===== src/rtl/nand_seq_pkg.sv =====
// Shared types and command codes for the NAND host sequencer.
// Assumes an 8-bit multiplexed flash bus with one command per bus cycle.
package nand_seq_pkg;

    typedef enum logic [2:0] {
        OP_READ   = 3'd0,
        OP_PROG   = 3'd1,
        OP_ERASE  = 3'd2,
        OP_STATUS = 3'd3,
        OP_ID     = 3'd4,
        OP_RESET  = 3'd5
    } nf_op_e;

    typedef enum logic [3:0] {
        S_IDLE, S_CMD, S_ADDR, S_WDATA, S_CMD2,
        S_WAIT, S_RDATA, S_ST_CMD, S_ST_RD, S_RSP
    } seq_state_e;

    typedef enum logic [1:0] {P_IDLE, P_SETUP, P_LOW, P_HOLD} phy_state_e;

    localparam logic [7:0] C_RD_LO   = 8'h00;
    localparam logic [7:0] C_RD_HI   = 8'h01;
    localparam logic [7:0] C_RD_SP   = 8'h50;
    localparam logic [7:0] C_PROG_LD = 8'h80;
    localparam logic [7:0] C_PROG_GO = 8'h10;
    localparam logic [7:0] C_ERS_LD  = 8'h60;
    localparam logic [7:0] C_ERS_GO  = 8'hD0;
    localparam logic [7:0] C_STAT    = 8'h70;
    localparam logic [7:0] C_ID      = 8'h90;
    localparam logic [7:0] C_RST     = 8'hFF;

    // One bus transfer as handed from the sequencer to the bus engine.
    typedef struct packed {
        logic       cle;
        logic       ale;
        logic       rd;
        logic [7:0] data;
    } bus_req_t;

endpackage


===== src/rtl/nand_rb_sync.sv =====
// Synchronizes the asynchronous ready/busy line into the clock domain.
// Assumes STAGES >= 1; resets to "busy" so nothing proceeds before a sample.
module nand_rb_sync #(
    parameter int STAGES = 2
) (
    input  logic clk,
    input  logic rst_n,
    input  logic async_in,
    output logic sync_out
);
    logic [STAGES-1:0] chain;

    generate
        if (STAGES == 1) begin : g_one
            // Single capture flop.
            always_ff @(posedge clk) begin
                if (!rst_n) chain <= '0;
                else        chain <= async_in;
            end
        end else begin : g_many
            // Shift chain of capture flops.
            always_ff @(posedge clk) begin
                if (!rst_n) chain <= '0;
                else        chain <= {chain[STAGES-2:0], async_in};
            end
        end
    endgenerate

    assign sync_out = chain[STAGES-1];
endmodule


===== src/rtl/nand_bus_phy.sv =====
// Executes one flash bus transfer (write-type or read) with parameterised
// setup, strobe-low and hold cycle counts. Latch enables and the driven byte
// are set while both strobes are high and cleared only after the hold phase.
// Assumes every cycle count is at least 1.
module nand_bus_phy
    import nand_seq_pkg::*;
#(
    parameter int SETUP_CYC = 1,
    parameter int PULSE_CYC = 2,
    parameter int HOLD_CYC  = 1
) (
    input  logic       clk,
    input  logic       rst_n,
    input  logic       start,
    input  bus_req_t   req,
    output logic       ready,
    output logic       done,
    output logic [7:0] rbyte,
    output logic       we_n,
    output logic       re_n,
    output logic       cle,
    output logic       ale,
    output logic [7:0] dq_out,
    output logic       dq_oe,
    input  logic [7:0] dq_in
);
    localparam int MAXC = (SETUP_CYC > PULSE_CYC)
                        ? ((SETUP_CYC > HOLD_CYC) ? SETUP_CYC : HOLD_CYC)
                        : ((PULSE_CYC > HOLD_CYC) ? PULSE_CYC : HOLD_CYC);
    localparam int CW = $clog2(MAXC + 1);

    phy_state_e    st;
    logic [CW-1:0] cnt;
    logic          rd_q;

    // Phase sequencer: setup -> strobe low -> hold, one transfer per start.
    always_ff @(posedge clk) begin
        if (!rst_n) begin
            st     <= P_IDLE;
            cnt    <= '0;
            rd_q   <= 1'b0;
            we_n   <= 1'b1;
            re_n   <= 1'b1;
            cle    <= 1'b0;
            ale    <= 1'b0;
            dq_out <= '0;
            dq_oe  <= 1'b0;
            rbyte  <= '0;
        end else begin
            unique case (st)
                P_IDLE: if (start) begin
                    st     <= P_SETUP;
                    cnt    <= CW'(SETUP_CYC - 1);
                    cle    <= req.cle;
                    ale    <= req.ale;
                    dq_out <= req.data;
                    dq_oe  <= !req.rd;
                    rd_q   <= req.rd;
                end
                P_SETUP: if (cnt == '0) begin
                    st  <= P_LOW;
                    cnt <= CW'(PULSE_CYC - 1);
                    if (rd_q) re_n <= 1'b0;
                    else      we_n <= 1'b0;
                end else begin
                    cnt <= cnt - 1'b1;
                end
                P_LOW: if (cnt == '0) begin
                    st   <= P_HOLD;
                    cnt  <= CW'(HOLD_CYC - 1);
                    we_n <= 1'b1;
                    re_n <= 1'b1;
                    if (rd_q) rbyte <= dq_in;
                end else begin
                    cnt <= cnt - 1'b1;
                end
                P_HOLD: if (cnt == '0) begin
                    st    <= P_IDLE;
                    cle   <= 1'b0;
                    ale   <= 1'b0;
                    dq_oe <= 1'b0;
                end else begin
                    cnt <= cnt - 1'b1;
                end
                default: st <= P_IDLE;
            endcase
        end
    end

    assign ready = (st == P_IDLE);
    assign done  = (st == P_HOLD) && (cnt == '0);
endmodule


===== src/rtl/nand_seq_ctrl.sv =====
// Operation sequencer: turns one accepted request into its ordered list of
// command, address, data and status transfers, waiting on ready/busy where
// the flash is working. Assumes the bus engine accepts a start only when idle.
module nand_seq_ctrl
    import nand_seq_pkg::*;
#(
    parameter int ROW_W  = 13,
    parameter int LEN_W  = 10,
    parameter int WB_CYC = 4
) (
    input  logic             clk,
    input  logic             rst_n,
    input  logic             req_valid,
    output logic             req_ready,
    input  logic [2:0]       req_op,
    input  logic [1:0]       req_region,
    input  logic [7:0]       req_col,
    input  logic [ROW_W-1:0] req_row,
    input  logic [LEN_W-1:0] req_len,
    input  logic             wd_valid,
    output logic             wd_ready,
    input  logic [7:0]       wd_data,
    output logic             rd_valid,
    output logic [7:0]       rd_data,
    output logic             rsp_valid,
    output logic             rsp_fail,
    output logic [7:0]       rsp_status,
    output logic             ce_n,
    input  logic             rb_ok,
    output logic             phy_start,
    output bus_req_t         phy_req,
    input  logic             phy_ready,
    input  logic             phy_done,
    input  logic [7:0]       phy_rbyte
);
    localparam int WW = $clog2(WB_CYC + 1);

    seq_state_e       state, state_d;
    logic [2:0]       op_q;
    logic [1:0]       region_q;
    logic [7:0]       col_q;
    logic [ROW_W-1:0] row_q;
    logic [LEN_W-1:0] len_q, cnt;
    logic [1:0]       addr_idx;
    logic [7:0]       status_q;
    logic [WW-1:0]    wait_cnt;
    logic             inflight;
    logic             bad_op, len_zero, cnt_last, addr_last, is_bus, stat_op;
    logic [7:0]       first_cmd, abyte;

    assign bad_op    = (req_op > OP_RESET);
    assign len_zero  = (len_q == '0);
    assign cnt_last  = (cnt == len_q - 1'b1);
    assign addr_last = (addr_idx == 2'd2) || (addr_idx == 2'd3);
    assign stat_op   = (op_q == OP_PROG) || (op_q == OP_ERASE) || (op_q == OP_STATUS);

    // First command byte for the latched operation and read region.
    always_comb begin
        unique case (op_q)
            OP_READ:   first_cmd = (region_q == 2'd0) ? C_RD_LO
                                 : (region_q == 2'd1) ? C_RD_HI : C_RD_SP;
            OP_PROG:   first_cmd = C_PROG_LD;
            OP_ERASE:  first_cmd = C_ERS_LD;
            OP_STATUS: first_cmd = C_STAT;
            OP_ID:     first_cmd = C_ID;
            default:   first_cmd = C_RST;
        endcase
    end

    // Address byte for the current address slot (3 = ID dummy byte).
    always_comb begin
        unique case (addr_idx)
            2'd0:    abyte = col_q;
            2'd1:    abyte = row_q[7:0];
            2'd2:    abyte = 8'(row_q >> 8);
            default: abyte = 8'h00;
        endcase
    end

    // Transfer request presented to the bus engine in each state.
    always_comb begin
        phy_req = '0;
        is_bus  = 1'b1;
        unique case (state)
            S_CMD:    begin phy_req.cle = 1'b1; phy_req.data = first_cmd; end
            S_ADDR:   begin phy_req.ale = 1'b1; phy_req.data = abyte; end
            S_WDATA:  phy_req.data = wd_data;
            S_CMD2:   begin
                phy_req.cle  = 1'b1;
                phy_req.data = (op_q == OP_PROG) ? C_PROG_GO : C_ERS_GO;
            end
            S_ST_CMD: begin phy_req.cle = 1'b1; phy_req.data = C_STAT; end
            S_RDATA, S_ST_RD: phy_req.rd = 1'b1;
            default:  is_bus = 1'b0;
        endcase
    end

    assign phy_start = is_bus && phy_ready && !inflight && ((state != S_WDATA) || wd_valid);
    assign wd_ready  = phy_start && (state == S_WDATA);

    // Next-state selection for the operation sequence.
    always_comb begin
        state_d = state;
        unique case (state)
            S_IDLE:  if (req_valid) state_d = bad_op ? S_RSP : S_CMD;
            S_CMD:   if (phy_done) begin
                if (op_q == OP_RESET)       state_d = S_WAIT;
                else if (op_q == OP_STATUS) state_d = S_ST_RD;
                else                        state_d = S_ADDR;
            end
            S_ADDR:  if (phy_done && addr_last) begin
                unique case (op_q)
                    OP_READ:  state_d = S_WAIT;
                    OP_PROG:  state_d = len_zero ? S_CMD2 : S_WDATA;
                    OP_ERASE: state_d = S_CMD2;
                    default:  state_d = len_zero ? S_RSP : S_RDATA;
                endcase
            end
            S_WDATA: if (phy_done && cnt_last) state_d = S_CMD2;
            S_CMD2:  if (phy_done) state_d = S_WAIT;
            S_WAIT:  if (wait_cnt == '0 && rb_ok) begin
                if (op_q == OP_READ)       state_d = len_zero ? S_RSP : S_RDATA;
                else if (op_q == OP_RESET) state_d = S_RSP;
                else                       state_d = S_ST_CMD;
            end
            S_RDATA:  if (phy_done && cnt_last) state_d = S_RSP;
            S_ST_CMD: if (phy_done) state_d = S_ST_RD;
            S_ST_RD:  if (phy_done) state_d = S_RSP;
            S_RSP:    state_d = S_IDLE;
            default:  state_d = S_IDLE;
        endcase
    end

    // State, request latch, counters and registered outputs.
    always_ff @(posedge clk) begin
        if (!rst_n) begin
            state    <= S_IDLE;
            ce_n     <= 1'b1;
            op_q     <= '0;
            region_q <= '0;
            col_q    <= '0;
            row_q    <= '0;
            len_q    <= '0;
            cnt      <= '0;
            addr_idx <= '0;
            status_q <= '0;
            wait_cnt <= '0;
            inflight <= 1'b0;
            rd_valid <= 1'b0;
            rd_data  <= '0;
        end else begin
            state    <= state_d;
            ce_n     <= (state_d == S_IDLE) || (state_d == S_RSP);
            rd_valid <= phy_done && (state == S_RDATA);
            if (phy_done && state == S_RDATA) rd_data <= phy_rbyte;

            if (phy_done)       inflight <= 1'b0;
            else if (phy_start) inflight <= 1'b1;

            if (state == S_IDLE && req_valid) begin
                op_q     <= req_op;
                region_q <= req_region;
                col_q    <= req_col;
                row_q    <= req_row;
                len_q    <= req_len;
                status_q <= '0;
                addr_idx <= (req_op == OP_ERASE) ? 2'd1 : (req_op == OP_ID) ? 2'd3 : 2'd0;
            end else if (state == S_ADDR && phy_done && !addr_last) begin
                addr_idx <= addr_idx + 2'd1;
            end

            if (state_d != state)
                cnt <= '0;
            else if (phy_done && (state == S_WDATA || state == S_RDATA))
                cnt <= cnt + 1'b1;

            if (state_d == S_WAIT && state != S_WAIT)
                wait_cnt <= WW'(WB_CYC);
            else if (state == S_WAIT && wait_cnt != '0)
                wait_cnt <= wait_cnt - 1'b1;

            if (state == S_ST_RD && phy_done) status_q <= phy_rbyte;
        end
    end

    assign req_ready  = (state == S_IDLE);
    assign rsp_valid  = (state == S_RSP);
    assign rsp_status = status_q;
    assign rsp_fail   = (op_q > OP_RESET) ? 1'b1 : (stat_op ? status_q[0] : 1'b0);
endmodule


===== src/rtl/nand_cmd_seq.sv =====
// Top of the NAND host command sequencer: request sequencer, bus transfer
// engine and ready/busy synchronizer. The data bus is split into out/oe/in
// for the pad ring. Assumes a single flash die on the bus.
module nand_cmd_seq
    import nand_seq_pkg::*;
#(
    parameter int SETUP_CYC   = 1,
    parameter int PULSE_CYC   = 2,
    parameter int HOLD_CYC    = 1,
    parameter int WB_CYC      = 4,
    parameter int SYNC_STAGES = 2,
    parameter int ROW_W       = 13,
    parameter int LEN_W       = 10
) (
    input  logic             clk,
    input  logic             rst_n,
    input  logic             req_valid,
    output logic             req_ready,
    input  logic [2:0]       req_op,
    input  logic [1:0]       req_region,
    input  logic [7:0]       req_col,
    input  logic [ROW_W-1:0] req_row,
    input  logic [LEN_W-1:0] req_len,
    input  logic             wd_valid,
    output logic             wd_ready,
    input  logic [7:0]       wd_data,
    output logic             rd_valid,
    output logic [7:0]       rd_data,
    output logic             rsp_valid,
    output logic             rsp_fail,
    output logic [7:0]       rsp_status,
    output logic             nf_ce_n,
    output logic             nf_cle,
    output logic             nf_ale,
    output logic             nf_we_n,
    output logic             nf_re_n,
    output logic [7:0]       nf_dq_out,
    output logic             nf_dq_oe,
    input  logic [7:0]       nf_dq_in,
    input  logic             nf_rb
);
    logic       rb_ok, phy_start, phy_ready, phy_done;
    logic [7:0] phy_rbyte;
    bus_req_t   phy_req;

    nand_rb_sync #(.STAGES(SYNC_STAGES)) u_sync (
        .clk(clk), .rst_n(rst_n), .async_in(nf_rb), .sync_out(rb_ok)
    );

    nand_seq_ctrl #(.ROW_W(ROW_W), .LEN_W(LEN_W), .WB_CYC(WB_CYC)) u_ctrl (
        .clk(clk), .rst_n(rst_n),
        .req_valid(req_valid), .req_ready(req_ready), .req_op(req_op),
        .req_region(req_region), .req_col(req_col), .req_row(req_row),
        .req_len(req_len), .wd_valid(wd_valid), .wd_ready(wd_ready),
        .wd_data(wd_data), .rd_valid(rd_valid), .rd_data(rd_data),
        .rsp_valid(rsp_valid), .rsp_fail(rsp_fail), .rsp_status(rsp_status),
        .ce_n(nf_ce_n), .rb_ok(rb_ok), .phy_start(phy_start),
        .phy_req(phy_req), .phy_ready(phy_ready), .phy_done(phy_done),
        .phy_rbyte(phy_rbyte)
    );

    nand_bus_phy #(.SETUP_CYC(SETUP_CYC), .PULSE_CYC(PULSE_CYC), .HOLD_CYC(HOLD_CYC)) u_phy (
        .clk(clk), .rst_n(rst_n), .start(phy_start), .req(phy_req),
        .ready(phy_ready), .done(phy_done), .rbyte(phy_rbyte),
        .we_n(nf_we_n), .re_n(nf_re_n), .cle(nf_cle), .ale(nf_ale),
        .dq_out(nf_dq_out), .dq_oe(nf_dq_oe), .dq_in(nf_dq_in)
    );
endmodule


===== config.mk =====
export PLATFORM = sky130hd
export DESIGN_NAME = nand_cmd_seq
export DESIGN_NICKNAME = d
export VERILOG_FILES = /design/src/rtl/nand_seq_pkg.sv /design/src/rtl/nand_rb_sync.sv /design/src/rtl/nand_bus_phy.sv /design/src/rtl/nand_seq_ctrl.sv /design/src/rtl/nand_cmd_seq.sv
export SDC_FILE = /design/constraint.sdc
export NUM_CORES = 1
export LEC_CHECK = 0
export ABC_AREA = 1
export ABC_CLOCK_PERIOD_IN_PS = 2200
export BUFFER_PORTS_ARGS = -buffer_cell sky130_fd_sc_hd__buf_2
export CAP_MARGIN = 20
export CORE_MARGIN = 2
export CORE_UTILIZATION = 51
export CTS_CLUSTER_SIZE = 10
export DETAILED_ROUTE_END_ITERATION = 8
export PLACE_DENSITY = 0.87
export SLEW_MARGIN = 20
export SYNTH_ARGS = -nofsm -noshare
export SYNTH_HDL_FRONTEND = slang
export SYNTH_SLANG_ARGS = --single-unit

===== constraint.sdc =====
create_clock -name clk -period 2.2 [get_ports clk]
set_clock_uncertainty 0.15 [all_clocks]
set_input_delay 0.44 -clock clk [delete_from_list [all_inputs] [get_ports clk]]
set_output_delay 0.44 -clock clk [all_outputs]
set_load 0.1 [all_outputs]

* Word level (Yosys, flattened, before mapping)
Index checks and enable logic that the tools add are counted.
Storage, ports and cells: register bits 102, input port bits 57, output and inout bits 35
Cells by class: add/sub/neg operators 5, $lt $le $gt $ge 2, equality and inequality tests 36, muxes and demuxes 62, bitwise gates (word level) 1, reduce and logical (&&, ||, !) cells 53
Operator list (number):
- one-hot mux 8 bit (5 select lines) | 2
- 2-to-1 mux 4 bit | 15
- one-hot mux 4 bit (9 select lines) | 1
- 2-to-1 mux 8 bit | 4
- 2-to-1 mux 2 bit | 12
- one-hot mux 8 bit (3 select lines) | 1
- equality test 4 x 3 -> 1 bit, second input constant | 5
- logical AND 1 bit | 16
- one-hot mux 2 bit (4 select lines) | 2
- 2-to-1 mux 1 bit | 15
- equality test 4 bit, second input constant | 3
- one-hot mux 4 bit (3 select lines) | 1
- AND reduction 4 bit | 3
- adder 10 x 1 -> 10 bit, second input constant | 1
- equality test 10 bit | 1
- zero test 10 bit | 1
- inequality test 2 x 1 -> 1 bit, second input constant | 5
- one-hot mux 1 bit (2 select lines) | 5
- nonzero test 2 bit | 5
- subtractor 10 x 1 -> 10 bit, second input constant | 1
- equality test 3 x 2 -> 1 bit, second input constant | 3
- equality test 3 bit, second input constant | 3
- 2-to-1 mux 3 bit | 3
- equality test 2 bit, second input constant | 4
- 25 further kinds | 47

* Depth between registers and ports, before layout
Gate-level depths: netlist of run 1.
word-level depth 8, depth in mapped cells 18, mapped depth without buffers 18

* Modules after synthesis
A second synthesis of run 1 with hierarchy kept.
Second synthesis, totals: cells, all modules 795, area, all modules 5444.0 sq um
By module, submodules not included:
- nand_seq_ctrl | times used 1, cells each 616, area each 4126.5 sq um, seq. area each 1481.4 sq um
- nand_bus_phy | times used 1, cells each 173, area each 1262.5 sq um, seq. area each 520.5 sq um
- nand_rb_sync | times used 1, cells each 6, area each 55.1 sq um, seq. area each 40.0 sq um

* Least setup slack after synthesis of run 1
OpenSTA, ideal clock, no wires.
kind reg-to-output, start point reg u_ctrl.status_q[0] (netlist: u_ctrl.rsp_status[0]), end point out rsp_fail, data arrival time 2.589 ns, required time 1.610 ns, slack -0.979 ns, stages on the path, launching flop included 3, buffers on the path 0, path through dfxtp_1 -> inv_1 -> a21oi_1
On the way: longest elaborated chain between the ends 2
Ends and longest elaborated chain:
- start: declaration | RTL line nand_seq_ctrl.sv:45 | logic [7:0] status_q;
- start signal: assignment | RTL line nand_seq_ctrl.sv:182 | if (state == S_ST_RD && phy_done) status_q <= phy_rbyte;
- 2-to-1 mux 1 bit (2 in a row) | RTL line nand_seq_ctrl.sv:189 | assign rsp_fail = (op_q > OP_RESET) ? 1'b1 : (stat_op ? status_q[0] : 1'b0);
- end: declaration | RTL line nand_cmd_seq.sv:30 | output logic rsp_fail,
Every way passes these cells.

* Final worst setup path of run 1
start point reg u_ctrl.state[3], end point out wd_ready
On the way: longest elaborated chain between the ends 7, elaborated cells on any way between the ends 15, those cells by class eq/ne (8); mux (1); reduce/logical (6)
Ends and longest elaborated chain:
- start: declaration | RTL line nand_seq_ctrl.sv:38 | seq_state_e state, state_d;
- start signal: assignment | RTL line nand_seq_ctrl.sv:152 | state <= state_d;
- equality test 4 x 1 -> 1 bit, or another cell as far along | RTL line nand_seq_ctrl.sv:84 | unique case (state)
- OR reduction 7 bit (no source line)
- 2-to-1 mux 1 bit | RTL line nand_seq_ctrl.sv:84
- logical AND 1 bit (3 in a row) | RTL line nand_seq_ctrl.sv:98 | assign phy_start = is_bus && phy_ready && !inflight && ((state != S_WDATA) || wd_valid);
- logical AND 1 bit * | RTL line nand_seq_ctrl.sv:99 | assign wd_ready = phy_start && (state == S_WDATA);
- end: declaration | RTL line nand_cmd_seq.sv:25 | output logic wd_ready,
Mark *: on every way between the ends. The rest lies on a longest branch, timed or not.

==> metrics.md, run 1 <==
| Metric | Value |
|---|---|
| Status | finished with violations |
| Failing checks | negative setup slack |
| Final Critical Period | 2.45 ns |
| Drt first pass iters | 9 |
| Main synth FF type | dfxtp_1 |
| Register area share after synthesis | 38.1% |
| Maximum vdd ir drop | 0.000899 V |
| DRC errors left | 0 |
| Avg Cell Area, Syn | 7.15 sq um |
| Mapped Area | 5360 sq um |
| CTS Buf Count | 9 |
| Die area | 11300 sq um |
| DP Worst Slack | -0.105 ns |
| Part of the cycle the worst path needs | 111% |
| Distinct cells, synth | 47 |
| Fmax | 409 MHz |
| Clock Tree Root | clkbuf_8 |
| Skew-Pair Late Insertion Delay | 0.38 ns |
| CP max FO | 4 |
| CTS tree | done |
| First-pass GRT wire length | 23700 microns |
| Largest net degree at the start of global routing | 56 |
| Row count | 37 |
| CP endpoint kind | output pin |
| Asr flop ratio synth | 0% |
| DRT antenna net count | 0 |
| Syn nets | 823 |
| Vias | 5807 |
| IO Pins | 92 |
| DR vias/cell | 5.63 |
| GRT Total Usage | 25.8% |
| Slew Viols, Final | 0 |
| CTS Hold Bufs | 0 |
| 1st-iter DRT viols | 538 |
| Reg2reg setup slack | -0.20 ns |
| I/O Buffers | 91 |
| Initial antenna violation count | 0 |
| Reg clk slew, reported paths | 0.09 ns |
| Share of cells above drive strength 1 | 32.0% |
| Pwr dens | 888 nW/um^2 |
| Final core utilization | 67.4% |
| Vias in the first global route | 5142 |
| Final hold slack | 0.111 ns |
| GP Congestion | 0.900 |
| # setup viols final | 15 |
| Hold Startpoint | nf_rb |
| Hpwl dp | 10100 microns |
| Unrepaired setup endpoints after global routing | yes |
| CTS max path bufs | 2 |
| Slew headroom | 66.1% |
| Critical setup path kind | reg2out |
| Synth warn | 0 |
| Worst min path class | in2reg |
| Flop and latch count out of synthesis | 102 |
| Fin. Hold Viols | 0 |
| EDFF count, synth | 0 |
| Ant diodes | 0 |
| Static Leak | 3.16 nW |
| Reg2reg start | u_phy.cnt[1] |
| CTS H-tree lvls | 3 |
| Die width | 107 microns |
| CP Launch Type | flop |
| Syn Inst Count | 750 |
| Die Height | 107 microns |
| Setup WS post-layout | -0.247 ns |
| Max Cap Violations | 0 |
| Clock sinks | 102 |
| Worst setup path start | u_ctrl.state[3] |
| Area grow syn2layout | 29.3% |
| Core Box Area | 10300 sq um |
| Routed WL | 16100 microns |
| WP data required | 1.61 ns |
| Nets | 964 |
| Worst-Margin Slew | 0.505 ns |
| Initial Util | 52.2% |
| Grt total ovfl | 0 |
| WL/cell | 15.6 microns |
| Crit path arrival time | 1.86 ns |
cell usage in the layout (no fill, tap or decap), drive strengths merged:
cell / n
a22o: 1
o22ai: 5
xnor3: 1
or2: 1
nor2: 87
nand4: 5
o211ai: 7
ha: 16
inv: 86
o31a: 1
nand2: 185
a211oi: 3
a41oi: 2
buf: 148
o21ai: 47
clkbuf: 12
dfxtp: 102
o211a: 1
o31ai: 1
nand3b: 3
a21boi: 1
bufinv: 1
xor2: 10
nand3: 64
nor3: 6
xnor2: 4
a22oi: 2
nor4: 1
clkinvlp: 1
a21oi: 86
clkinv: 6
state kept, by name, indices dropped and copies added, names as in the netlist, 2 cells and up:
register and count:
u_ctrl.cnt 10, u_ctrl.op_q 3, u_ctrl.wait_cnt 3, u_phy.st 2
u_phy.rbyte 8, u_ctrl.col_q 8, u_ctrl.rsp_status 8, u_ctrl.addr_idx 2
u_phy.dq_out 8, u_ctrl.row_q 13, u_ctrl.region_q 2, u_phy.cnt 2
u_ctrl.state 4, u_sync.chain 2, u_ctrl.len_q 10, u_ctrl.rd_data 8
kinds of logic after synthesis:
group,synth area share (%)
AND/OR/NAND/NOR,31.6
flip-flops,38.1
buffers and inverters,7.84
adder cells (fa/ha/maj),3.73
AO/OA/AOI/OAI,16.0
XOR/XNOR,2.71
through the flow:
| stage | total power, mW | TNS [ns] | cell area [sq um] | instances |
|---|---|---|---|---|
| after floorplan | 4.01 | -0.171 | 5420 | 750 |
| after global placement | 4.56 | 0 | 6290 | 995 |
| after detailed placement | 4.61 | -0.935 | 6290 | 995 |
| after CTS | 5.93 | -0.575 | 6670 | 1020 |
| after global routing | 6.44 | -3.83 | 6930 | 1032 |
| final | 6.16 | -2.11 | 6930 | 1032 |
cells in the mapped netlist (7+ instances only):
cell type | n | area share [%]
inv_2 | 11 | 0.77
dfxtp_1 | 102 | 38
a21oi_1 | 84 | 7.8
o211ai_1 | 7 | 0.98
ha_1 | 16 | 3.7
nand2_2 | 9 | 1.1
nor2_1 | 58 | 4.1
xor2_1 | 10 | 1.6
nand2_4 | 8 | 1.7
nand3_1 | 61 | 5.7
inv_1 | 73 | 5.1
nor2_2 | 24 | 2.8
nand2_1 | 166 | 12
o21ai_0 | 44 | 4.1
clkbuf_1 | 17 | 1.2
where the power goes:
| group | total, mW | switching, mW | internal (mW) |
|---|---|---|---|
| clock network | 1.23 | 0.698 | 0.536 |
| registers | 2.21 | 0.151 | 2.05 |
| logic | 2.72 | 1.83 | 0.891 |
| total | 6.16 | 2.68 | 3.48 |
metal layers:
metal | track usage, % | vias up | wire [microns]
li1 | - | 2722 | -
met2 | 45.0 | 355 | 7850
met1 | 32.4 | 2641 | 6230
met4 | 9.93 | 0 | 705
met3 | 3.31 | 89 | 1320
met5 | 0 | - | 0
final timing paths:
path	end	cells past startpoint
setup reg to reg	u_ctrl.cnt[1]	15
setup / recovery	wd_ready	10
hold / removal	u_sync.chain[0]	3
hold reg to reg	u_sync.chain[1]	2
area by class of cell:
type                    count  area, sq um
clock inverters             6         68.8
inverters                  88          349
clock buffers              10          128
multi-input cells         540         3190
fillers                   785         3350
repair buffers            150          961
flip-flops and latches    102         2070
well taps                 136          170
timing repair:
action,CTS,global route
gates cloned,1,0
pin swaps,10,17
setup endpoints to repair,15,21
setup buffers,8,12
resized for setup,37,44
critical path: stages, from the launching register on:
cell and delay (ns):
dfxtp_4 0.38, nor2_4 0.14, inv_4 0.06, nor2_4 0.12, inv_2 0.05, o211ai_1 0.19
buf_4 0.17, nor2_4 0.05, nor2_8 0.12, nor2_4 0.05, buf_12 0.15
No activity file was read; power rests on OpenSTA's default activity.
==> run 2: changes to the inputs <==
--- a/config.mk
+++ b/config.mk
@@ -5,15 +5,14 @@
 export SDC_FILE = /design/constraint.sdc
 export NUM_CORES = 1
 export LEC_CHECK = 0
-export ABC_AREA = 1
 export ABC_CLOCK_PERIOD_IN_PS = 2200
 export BUFFER_PORTS_ARGS = -buffer_cell sky130_fd_sc_hd__buf_2
 export CAP_MARGIN = 20
-export CORE_MARGIN = 2
+export CORE_MARGIN = 3
 export CORE_UTILIZATION = 51
 export CTS_CLUSTER_SIZE = 10
 export DETAILED_ROUTE_END_ITERATION = 8
-export PLACE_DENSITY = 0.87
+export PLACE_DENSITY = 0.74
 export SLEW_MARGIN = 20
 export SYNTH_ARGS = -nofsm -noshare
 export SYNTH_HDL_FRONTEND = slang
==> run 2 against run 1 <==
Against the previous run:
- the run still ends with negative setup slack left
- clock-buffer cell count fell by 1
- sequential cell count did not move
- sequential power fell by 5%
- maximum frequency fell by 16%
- critical path type is now reg2reg
==> metrics.md, run 2 <==
| Metric | Value |
|---|---|
| Status | finished with violations (unchanged) |
| Failing checks | negative setup slack (unchanged) |
| Initial antenna violation count | 0 (unchanged) |
| Clock share of power | 22.6% (was 20.0%) |
| Worst-Margin Slew | 0.563 ns (was 0.505 ns) |
| Synth top cells by count | nand2_1, dfxtp_1, nor2_1 (was nand2_1, dfxtp_1, a21oi_1) |
| Area grow syn2layout | 42.5% (was 29.3%) |
| Core Box Area | 9910 sq um (was 10300 sq um) |
| Share of cells above drive strength 1 | 36.1% (was 32.0%) |
| Crit path arrival time | 3.06 ns (was 1.86 ns) |
| Maximum vdd ir drop | 0.000702 V (was 0.000899 V) |
| Reg clk slew, reported paths | 0.10 ns (was 0.09 ns) |
| Cell area after placement | 6650 sq um (was 6290 sq um) |
| EDFF count, synth | 0 (unchanged) |
| Setup WS post-layout | -0.723 ns (was -0.247 ns) |
| WL/cell | 16.5 microns (was 15.6 microns) |
| Slew headroom | 62.5% (was 66.1%) |
| DR vias/cell | 5.63 (about the same) |
| CTS H-tree lvls | 3 (unchanged) |
| Flop and latch count out of synthesis | 102 (unchanged) |
| 1st-iter DRT viols | 386 (was 538) |
| Switching share of power | 38.1% (was 43.5%) |
| Highest-count cells in the layout ignoring fill and taps | nand2_1, buf_4, dfxtp_1 (was nand2_1, dfxtp_1, buf_2) |
| CTS Buf Count | 9 (unchanged) |
| DRC errors left | 0 (unchanged) |
| Dominant cell type by area after synthesis | dfxtp_1 (unchanged) |
| Asr flop ratio synth | 0% (unchanged) |
| CTS tree | done (unchanged) |
| CTS Hold Bufs | 0 (unchanged) |
| Synth warn | 0 (unchanged) |
| Most common cell after layout, fill and taps aside | nand2_1 (unchanged) |
| Psw | 2.27 mW (was 2.68 mW) |
| Routed WL | 16600 microns (was 16100 microns) |
| Vias in the first global route | 5240 (was 5142) |
| Die area | 11500 sq um (was 11300 sq um) |
| Clock Tree Root | clkbuf_8 (unchanged) |
| Slew Viols, Final | 0 (unchanged) |
| Most common cell in the netlist | nand2_1 (unchanged) |
| Multiplexer share of the synthesized area | 2.86% (was 0%) |
| WP data required | 2.33 ns (was 1.61 ns) |
| Syn Inst Count | 679 (was 750) |
| Distinct cells, synth | 62 (was 47) |
| Unrepaired setup endpoints after global routing | yes (unchanged) |
| Internal power | 3.69 mW (was 3.48 mW) |
| CP peak stage delay | 0.49 ns (was 0.38 ns) |
| # setup viols final | 30 (was 15) |
| CP Cell Sequence | inv_2 > ha_4 > or4b_4 > o41ai_2 > nand3b_1 > nor2_2 > nor4_4 > buf_4 > and2_4 > o21ai_4 > and3_1 (was nor2_4 > inv_4 > nor2_4 > inv_2 > o211ai_1 > buf_4 > nor2_4 > nor2_8 > nor2_4 > buf_12) |
| Register area share after synthesis | 38.9% (was 38.1%) |
| GRT Total Usage | 27.6% (was 25.8%) |
| CTS max path bufs | 2 (unchanged) |
| Grt total ovfl | 0 (unchanged) |
| IO Pins | 92 (unchanged) |
| DP Worst Slack | -0.661 ns (was -0.105 ns) |
| Xor/xnor cell area share of the yosys netlist | 4.34% (was 2.71%) |
| CP max FO | 5 (was 4) |
| Synth Area in Compound Gates | 19.0% (was 16.0%) |
| CP top delay family | simple AND/OR/NAND/NOR gates (unchanged) |
| CP endpoint kind | flop (was output pin) |
| Final hold slack | 0.121 ns (was 0.111 ns) |
| DRT antenna net count | 0 (unchanged) |
| Fin. Hold Viols | 0 (unchanged) |
| Comb pwr share | 42.3% (was 44.2%) |
| Largest family of logic cells by synthesized area | simple AND/OR/NAND/NOR gates (unchanged) |
| CP Launch Type | flop (unchanged) |
| Max FFs per register | 13 (unchanged) |
| Hpwl dp | 11400 microns (was 10100 microns) |
| Part of the cycle the worst path needs | 133% (was 111%) |
| Row count | 36 (was 37) |
| Static Leak | 3.15 nW (was 3.16 nW) |
| Fmax | 342 MHz (was 409 MHz) |
| Regs by FF count | u_ctrl.row_q: 13 flops, u_ctrl.cnt: 10 flops, u_ctrl.len_q: 10 flops (unchanged) |
| Ant diodes | 0 (unchanged) |
| Critical setup path kind | reg2reg (was reg2out) |
| Worst path bufs/invs | 2 (was 4) |
| Skew-Pair Late Insertion Delay | 0.38 ns (about the same) |
| Cell types with the largest area share after synthesis | dfxtp_1, nand2_1, a21oi_1, nor2_1, ha_1 (was dfxtp_1, nand2_1, a21oi_1, nand3_1, inv_1) |
| CP max stage cell | or4b_4 (was dfxtp_4) |
| GP Congestion | 0.950 (was 0.900) |
| Adder-Cell Fraction of Synth Area | 3.81% (was 3.73%) |
| Pwr dens | 797 nW/um^2 (was 888 nW/um^2) |
| Main synth FF type | dfxtp_1 (unchanged) |
| Sequential power share | 35.1% (was 35.8%) |
| Mapped Area | 5250 sq um (was 5360 sq um) |
| First-pass GRT wire length | 25400 microns (was 23700 microns) |
| Syn nets | 752 (was 823) |
| I/O Buffers | 91 (unchanged) |
| Max Cap Violations | 0 (unchanged) |
| Post-Synth Simple-Gate Area | 26.8% (was 31.6%) |
| Initial Util | 53.0% (was 52.2%) |
| Avg Cell Area, Syn | 7.73 sq um (was 7.15 sq um) |
| Vias | 5666 (was 5807) |
| Die width | 107 microns (about the same) |
| Cell area after layout | 7480 sq um (was 6930 sq um) |
| Final Critical Period | 2.92 ns (was 2.45 ns) |
| Drt first pass iters | 5 (was 9) |
| Nets | 941 (was 964) |
| Register with the most flip-flops | u_ctrl.row_q (unchanged) |
| Clock sinks | 102 (unchanged) |
| Worst min path class | in2reg (unchanged) |
| Die Height | 107 microns (about the same) |
| Yosys top cell area share | 38.9% (was 38.1%) |
| Largest net degree at the start of global routing | 54 (was 56) |
==> run 2: changes by cell type after synthesis, sizes merged, moves of 15 or more <==
cell / before / now
nand3: 64 / 11
mux2i: 0 / 15
nand2: 184 / 119
clkbuf: 18 / 35
inv: 84 / 15
o21ai: 47 / 23
==> run 2: per-stage QoR <==
stage / setup TNS (ns) / util [%] / std cells / power (mW)
after detailed placement: -13.50 / 67.1 / 963 / 4.20
final: -13.22 / 75.5 / 1006 / 5.96
after global placement: -11.96 / 67.1 / 963 / 4.16
after global routing: -15.24 / 75.5 / 1006 / 6.26
after CTS: -12.69 / 72.3 / 992 / 5.77
after floorplan: -30.57 / - / 679 / 3.56
==> run 2: kinds of logic (layout without fill, tap and decap cells) <==
kind of cell / Yosys count / in the layout
XOR/XNOR: 26 / 26
AND/OR/NAND/NOR: 299 / 299
buffers and inverters: 59 / 252
adder cells (fa/ha/maj): 16 / 16
flip-flops: 102 / 102
AO/OA/AOI/OAI: 162 / 163
multiplexers: 15 / 15
==> run 2: layer usage <==
layer / global-route usage (%) / wire (microns) / up-vias
li1: - / - / 2765
met1: 35.1 / 6990 / 2675
met2: 45.9 / 8160 / 186
met3: 6.48 / 1070 / 40
met4: 9.83 / 414 / 0
met5: 0 / 0 / -
==> run 2: final cells by class <==
| cell class | count | area [sq um] |
|---|---|---|
| Clock buffer | 9 | 124 |
| Clock inverter | 7 | 103 |
| Fill cell | 774 | 2430 |
| Inverter | 15 | 61.3 |
| Multi-Input combinational cell | 519 | 3380 |
| Sequential cell | 102 | 2060 |
| Tap cell | 133 | 166 |
| Timing Repair Buffer | 221 | 1590 |
==> run 2: power by group through the flow <==
| stage | clock, mW | sequential [mW] | combinational, mW |
|---|---|---|---|
| 5_1_grt | 1.45 | 2.11 | 2.70 |
| 3_3_place_gp | 0 | 2.12 | 2.04 |
| 6_report | 1.35 | 2.09 | 2.52 |
| 2_1_floorplan | 0 | 2.45 | 1.10 |
| 3_5_place_dp | 0 | 2.13 | 2.08 |
| 4_1_cts | 1.38 | 2.09 | 2.30 |
==> run 2: worst paths after layout <==
| check | end | startpoint | depth (start not counted) | slack (ns) |
|---|---|---|---|---|
| worst min register to register | u_sync.chain[1] | u_sync.chain[0] | 1 | 0.31 |
| worst max register to register | u_ctrl.wait_cnt[1] | u_ctrl.len_q[0] | 11 | -0.72 |
| worst max-delay path | u_ctrl.wait_cnt[1] | u_ctrl.len_q[0] | 11 | -0.72 |
| worst min-delay path | u_sync.chain[0] | nf_rb | 2 | 0.12 |
==> run 2: what timing repair did <==
action	4_1_cts	5_1_grt
pin swaps	29	25
setup buffers	12	17
resized for setup	42	58
cloned	1	0
endpoints found under the setup margin	35	42
==> run 3: changes to the inputs <==
--- a/config.mk
+++ b/config.mk
@@ -8,11 +8,13 @@
 export ABC_CLOCK_PERIOD_IN_PS = 2200
 export BUFFER_PORTS_ARGS = -buffer_cell sky130_fd_sc_hd__buf_2
 export CAP_MARGIN = 20
+export CELL_PAD_IN_SITES_DETAIL_PLACEMENT = 1
+export CELL_PAD_IN_SITES_GLOBAL_PLACEMENT = 2
 export CORE_MARGIN = 3
-export CORE_UTILIZATION = 51
+export CORE_UTILIZATION = 29
 export CTS_CLUSTER_SIZE = 10
 export DETAILED_ROUTE_END_ITERATION = 8
-export PLACE_DENSITY = 0.74
+export PLACE_DENSITY = 0.73
 export SLEW_MARGIN = 20
 export SYNTH_ARGS = -nofsm -noshare
 export SYNTH_HDL_FRONTEND = slang
==> run 3 against run 2 <==
Against the previous run:
- the run still ends with negative setup slack left
- via count is 1.5% higher
- clock-buffer cell count stayed put
- critical path depth up 3
- clock power grew 27%
- die area is 71% higher
- largest cell class unchanged
- utilization fell by 30 points
- sequential share of layout area shrank 1.7 points
==> metrics.md, run 3 (synthesis gave the netlist of run 2 again) <==
| Metric | Value |
|---|---|
| Final setup TNS | -13.72 ns (was -13.22 ns) |
| CP max stage cell | or4b_4 (unchanged) |
| Pwr dens | 819 nW/um^2 (was 797 nW/um^2) |
| Skew-Pair Late Insertion Delay | 0.36 ns (was 0.38 ns) |
| CP peak stage delay | 0.49 ns (about the same) |
| IO Pins | 92 (unchanged) |
| Clock Tree Root | clkbuf_16 (was clkbuf_8) |
| CP endpoint kind | flop (unchanged) |
| Critical setup path kind | reg2reg (unchanged) |
| Max FFs per register | 13 (unchanged) |
| Drt first pass iters | 5 (unchanged) |
| DRC errors left | 0 (unchanged) |
| First-pass GRT wire length | 31900 microns (was 25400 microns) |
| Worst path bufs/invs | 5 (was 2) |
| CTS tree | done (unchanged) |
| Fin. Hold Viols | 0 (unchanged) |
| Hpwl dp | 14000 microns (was 11400 microns) |
| Worst min path class | in2reg (unchanged) |
| Layout Cells excl Fill | 1117 (was 1006) |
| Failing checks | negative setup slack (unchanged) |
| Vias in the first global route | 6151 (was 5240) |
| DRT antenna net count | 0 (unchanged) |
| Reg clk slew, reported paths | 0.07 ns (was 0.10 ns) |
| Regs by FF count | u_ctrl.row_q: 13 flops, u_ctrl.cnt: 10 flops, u_ctrl.len_q: 10 flops (unchanged) |
| Clock sinks | 102 (unchanged) |
| Area grow syn2layout | 51.4% (was 42.5%) |
| DP Worst Slack | -0.743 ns (was -0.661 ns) |
| Highest-count cells in the layout ignoring fill and taps | buf_4, nand2_1, dfxtp_1 (was nand2_1, buf_4, dfxtp_1) |
| CTS max path bufs | 2 (unchanged) |
| Die area | 19800 sq um (was 11500 sq um) |
| CP max FO | 5 (unchanged) |
| Fill cells | 2106 (was 774) |
| CTS H-tree lvls | 3 (unchanged) |
| Row count | 48 (was 36) |
| CTS Buf Count | 9 (unchanged) |
| Core Box Area | 17500 sq um (was 9910 sq um) |
| Nets | 960 (was 941) |
| Setup WS post-layout | -0.711 ns (was -0.723 ns) |
| CP Launch Type | flop (unchanged) |
| Vias | 5752 (was 5666) |
| Crit path arrival time | 3.01 ns (was 3.06 ns) |
| Largest net degree at the start of global routing | 41 (was 54) |
| CP Cell Sequence | inv_2 > ha_4 > or4b_4 > buf_6 > nor2_4 > mux2i_2 > nor2_2 > nor4_4 > buf_4 > buf_6 > a221oi_4 > buf_4 > o211ai_4 > nor2_1 (was inv_2 > ha_4 > or4b_4 > o41ai_2 > nand3b_1 > nor2_2 > nor4_4 > buf_4 > and2_4 > o21ai_4 > and3_1) |
| Initial antenna violation count | 0 (unchanged) |
| Final hold slack | 0.139 ns (was 0.121 ns) |
| WL/cell | 18.1 microns (was 16.5 microns) |
| Maximum vdd ir drop | 0.000410 V (was 0.000702 V) |
| CTS Hold Bufs | 0 (unchanged) |
| Most common cell after layout, fill and taps aside | buf_4 (was nand2_1) |
| Status | finished with violations (unchanged) |
| Static Leak | 3.31 nW (was 3.15 nW) |
| Die Height | 141 microns (was 107 microns) |
| Inst Count DP | 1065 (was 963) |
| DR vias/cell | 5.15 (was 5.63) |
| Fmax | 343 MHz (was 342 MHz) |
| Max Cap Violations | 0 (unchanged) |
| WP data required | 2.30 ns (was 2.33 ns) |
| GRT Total Usage | 19.9% (was 27.6%) |
| Worst-Margin Slew | 0.521 ns (was 0.563 ns) |
| Routed WL | 20200 microns (was 16600 microns) |
| I/O Buffers | 91 (unchanged) |
| 1st-iter DRT viols | 275 (was 386) |
| Grt total ovfl | 0 (unchanged) |
| CP top delay family | simple AND/OR/NAND/NOR gates (unchanged) |
| Slew headroom | 65.5% (was 62.5%) |
| Register with the most flip-flops | u_ctrl.row_q (unchanged) |
| Final Critical Period | 2.91 ns (was 2.92 ns) |
| GP Congestion | 0.950 (about the same) |
| Slew Viols, Final | 0 (unchanged) |
| Part of the cycle the worst path needs | 132% (was 133%) |
| # setup viols final | 30 (unchanged) |
| Ant diodes | 0 (unchanged) |
| Die width | 141 microns (was 107 microns) |
| Initial Util | 29.9% (was 53.0%) |
| Unrepaired setup endpoints after global routing | yes (unchanged) |
| Share of cells above drive strength 1 | 39.1% (was 36.1%) |
run 3: changes by cell type in the layout (fill, tap and decap cells not counted), moves of 4 or more:
cell / change
buf_6: +7
buf_4: +14
o21ai_1: +4
clkbuf_8: -9
clkbuf_16: +9
run 3: power breakdown:
group	total, mW	leakage, nW	switching, mW	internal [mW]
Combinational	2.69	2.33	1.59	1.10
Clock	1.72	0.151	0.813	0.912
Sequential	2.10	0.833	0.103	1.99
run 3: what timing repair did:
| action | 4_1_cts | 5_1_grt |
|---|---|---|
| buffers inserted | 30 | 10 |
| resized for setup | 77 | 47 |
| setup endpoints to repair | 42 | 77 |
| cloned | 1 | 0 |
| pin swaps | 31 | 34 |
run 3: final timing paths:
kind	start	to	slack, ns	depth (start not counted)
setup / recovery	u_ctrl.len_q[1]	u_ctrl.cnt[5]	-0.71	14
hold / removal	nf_rb	u_sync.chain[0]	0.14	2
setup reg to reg	u_ctrl.len_q[1]	u_ctrl.cnt[5]	-0.71	14
hold reg to reg	u_ctrl.row_q[4]	u_ctrl.row_q[4]	0.31	2
run 3: area by class of cell:
| class | count | area [sq um] | area share, % |
|---|---|---|---|
| clock inverter | 7 | 91.3 | 1.15 |
| inverter | 15 | 61.3 | 0.771 |
| tap | 225 | 282 | 3.54 |
| timing repair buffer | 240 | 1750 | 22.0 |
| clock buffer | 9 | 225 | 2.83 |
| multi-input combinational | 519 | 3490 | 43.9 |
| sequential | 102 | 2050 | 25.8 |
run 3: stage by stage:
| stage | utilization, % | power, mW | area (sq um) |
|---|---|---|---|
| final | 45.3 | 6.51 | 7950 |
| after global placement | 39.1 | 4.25 | 6860 |
| after global routing | 45.3 | 6.83 | 7950 |
| after floorplan | - | 3.56 | 5400 |
| after CTS | 44.0 | 6.38 | 7720 |
| after detailed placement | 39.1 | 4.32 | 6860 |
run 3: layer usage:
| metal | global-route usage (%) | vias to the layer above | wire (microns) |
|---|---|---|---|
| met5 | 0 | - | 0 |
| met4 | 5.76 | 0 | 405 |
| met3 | 3.96 | 33 | 786 |
| met2 | 34.6 | 109 | 10100 |
| met1 | 25.0 | 2822 | 8840 |
| li1 | - | 2788 | - |
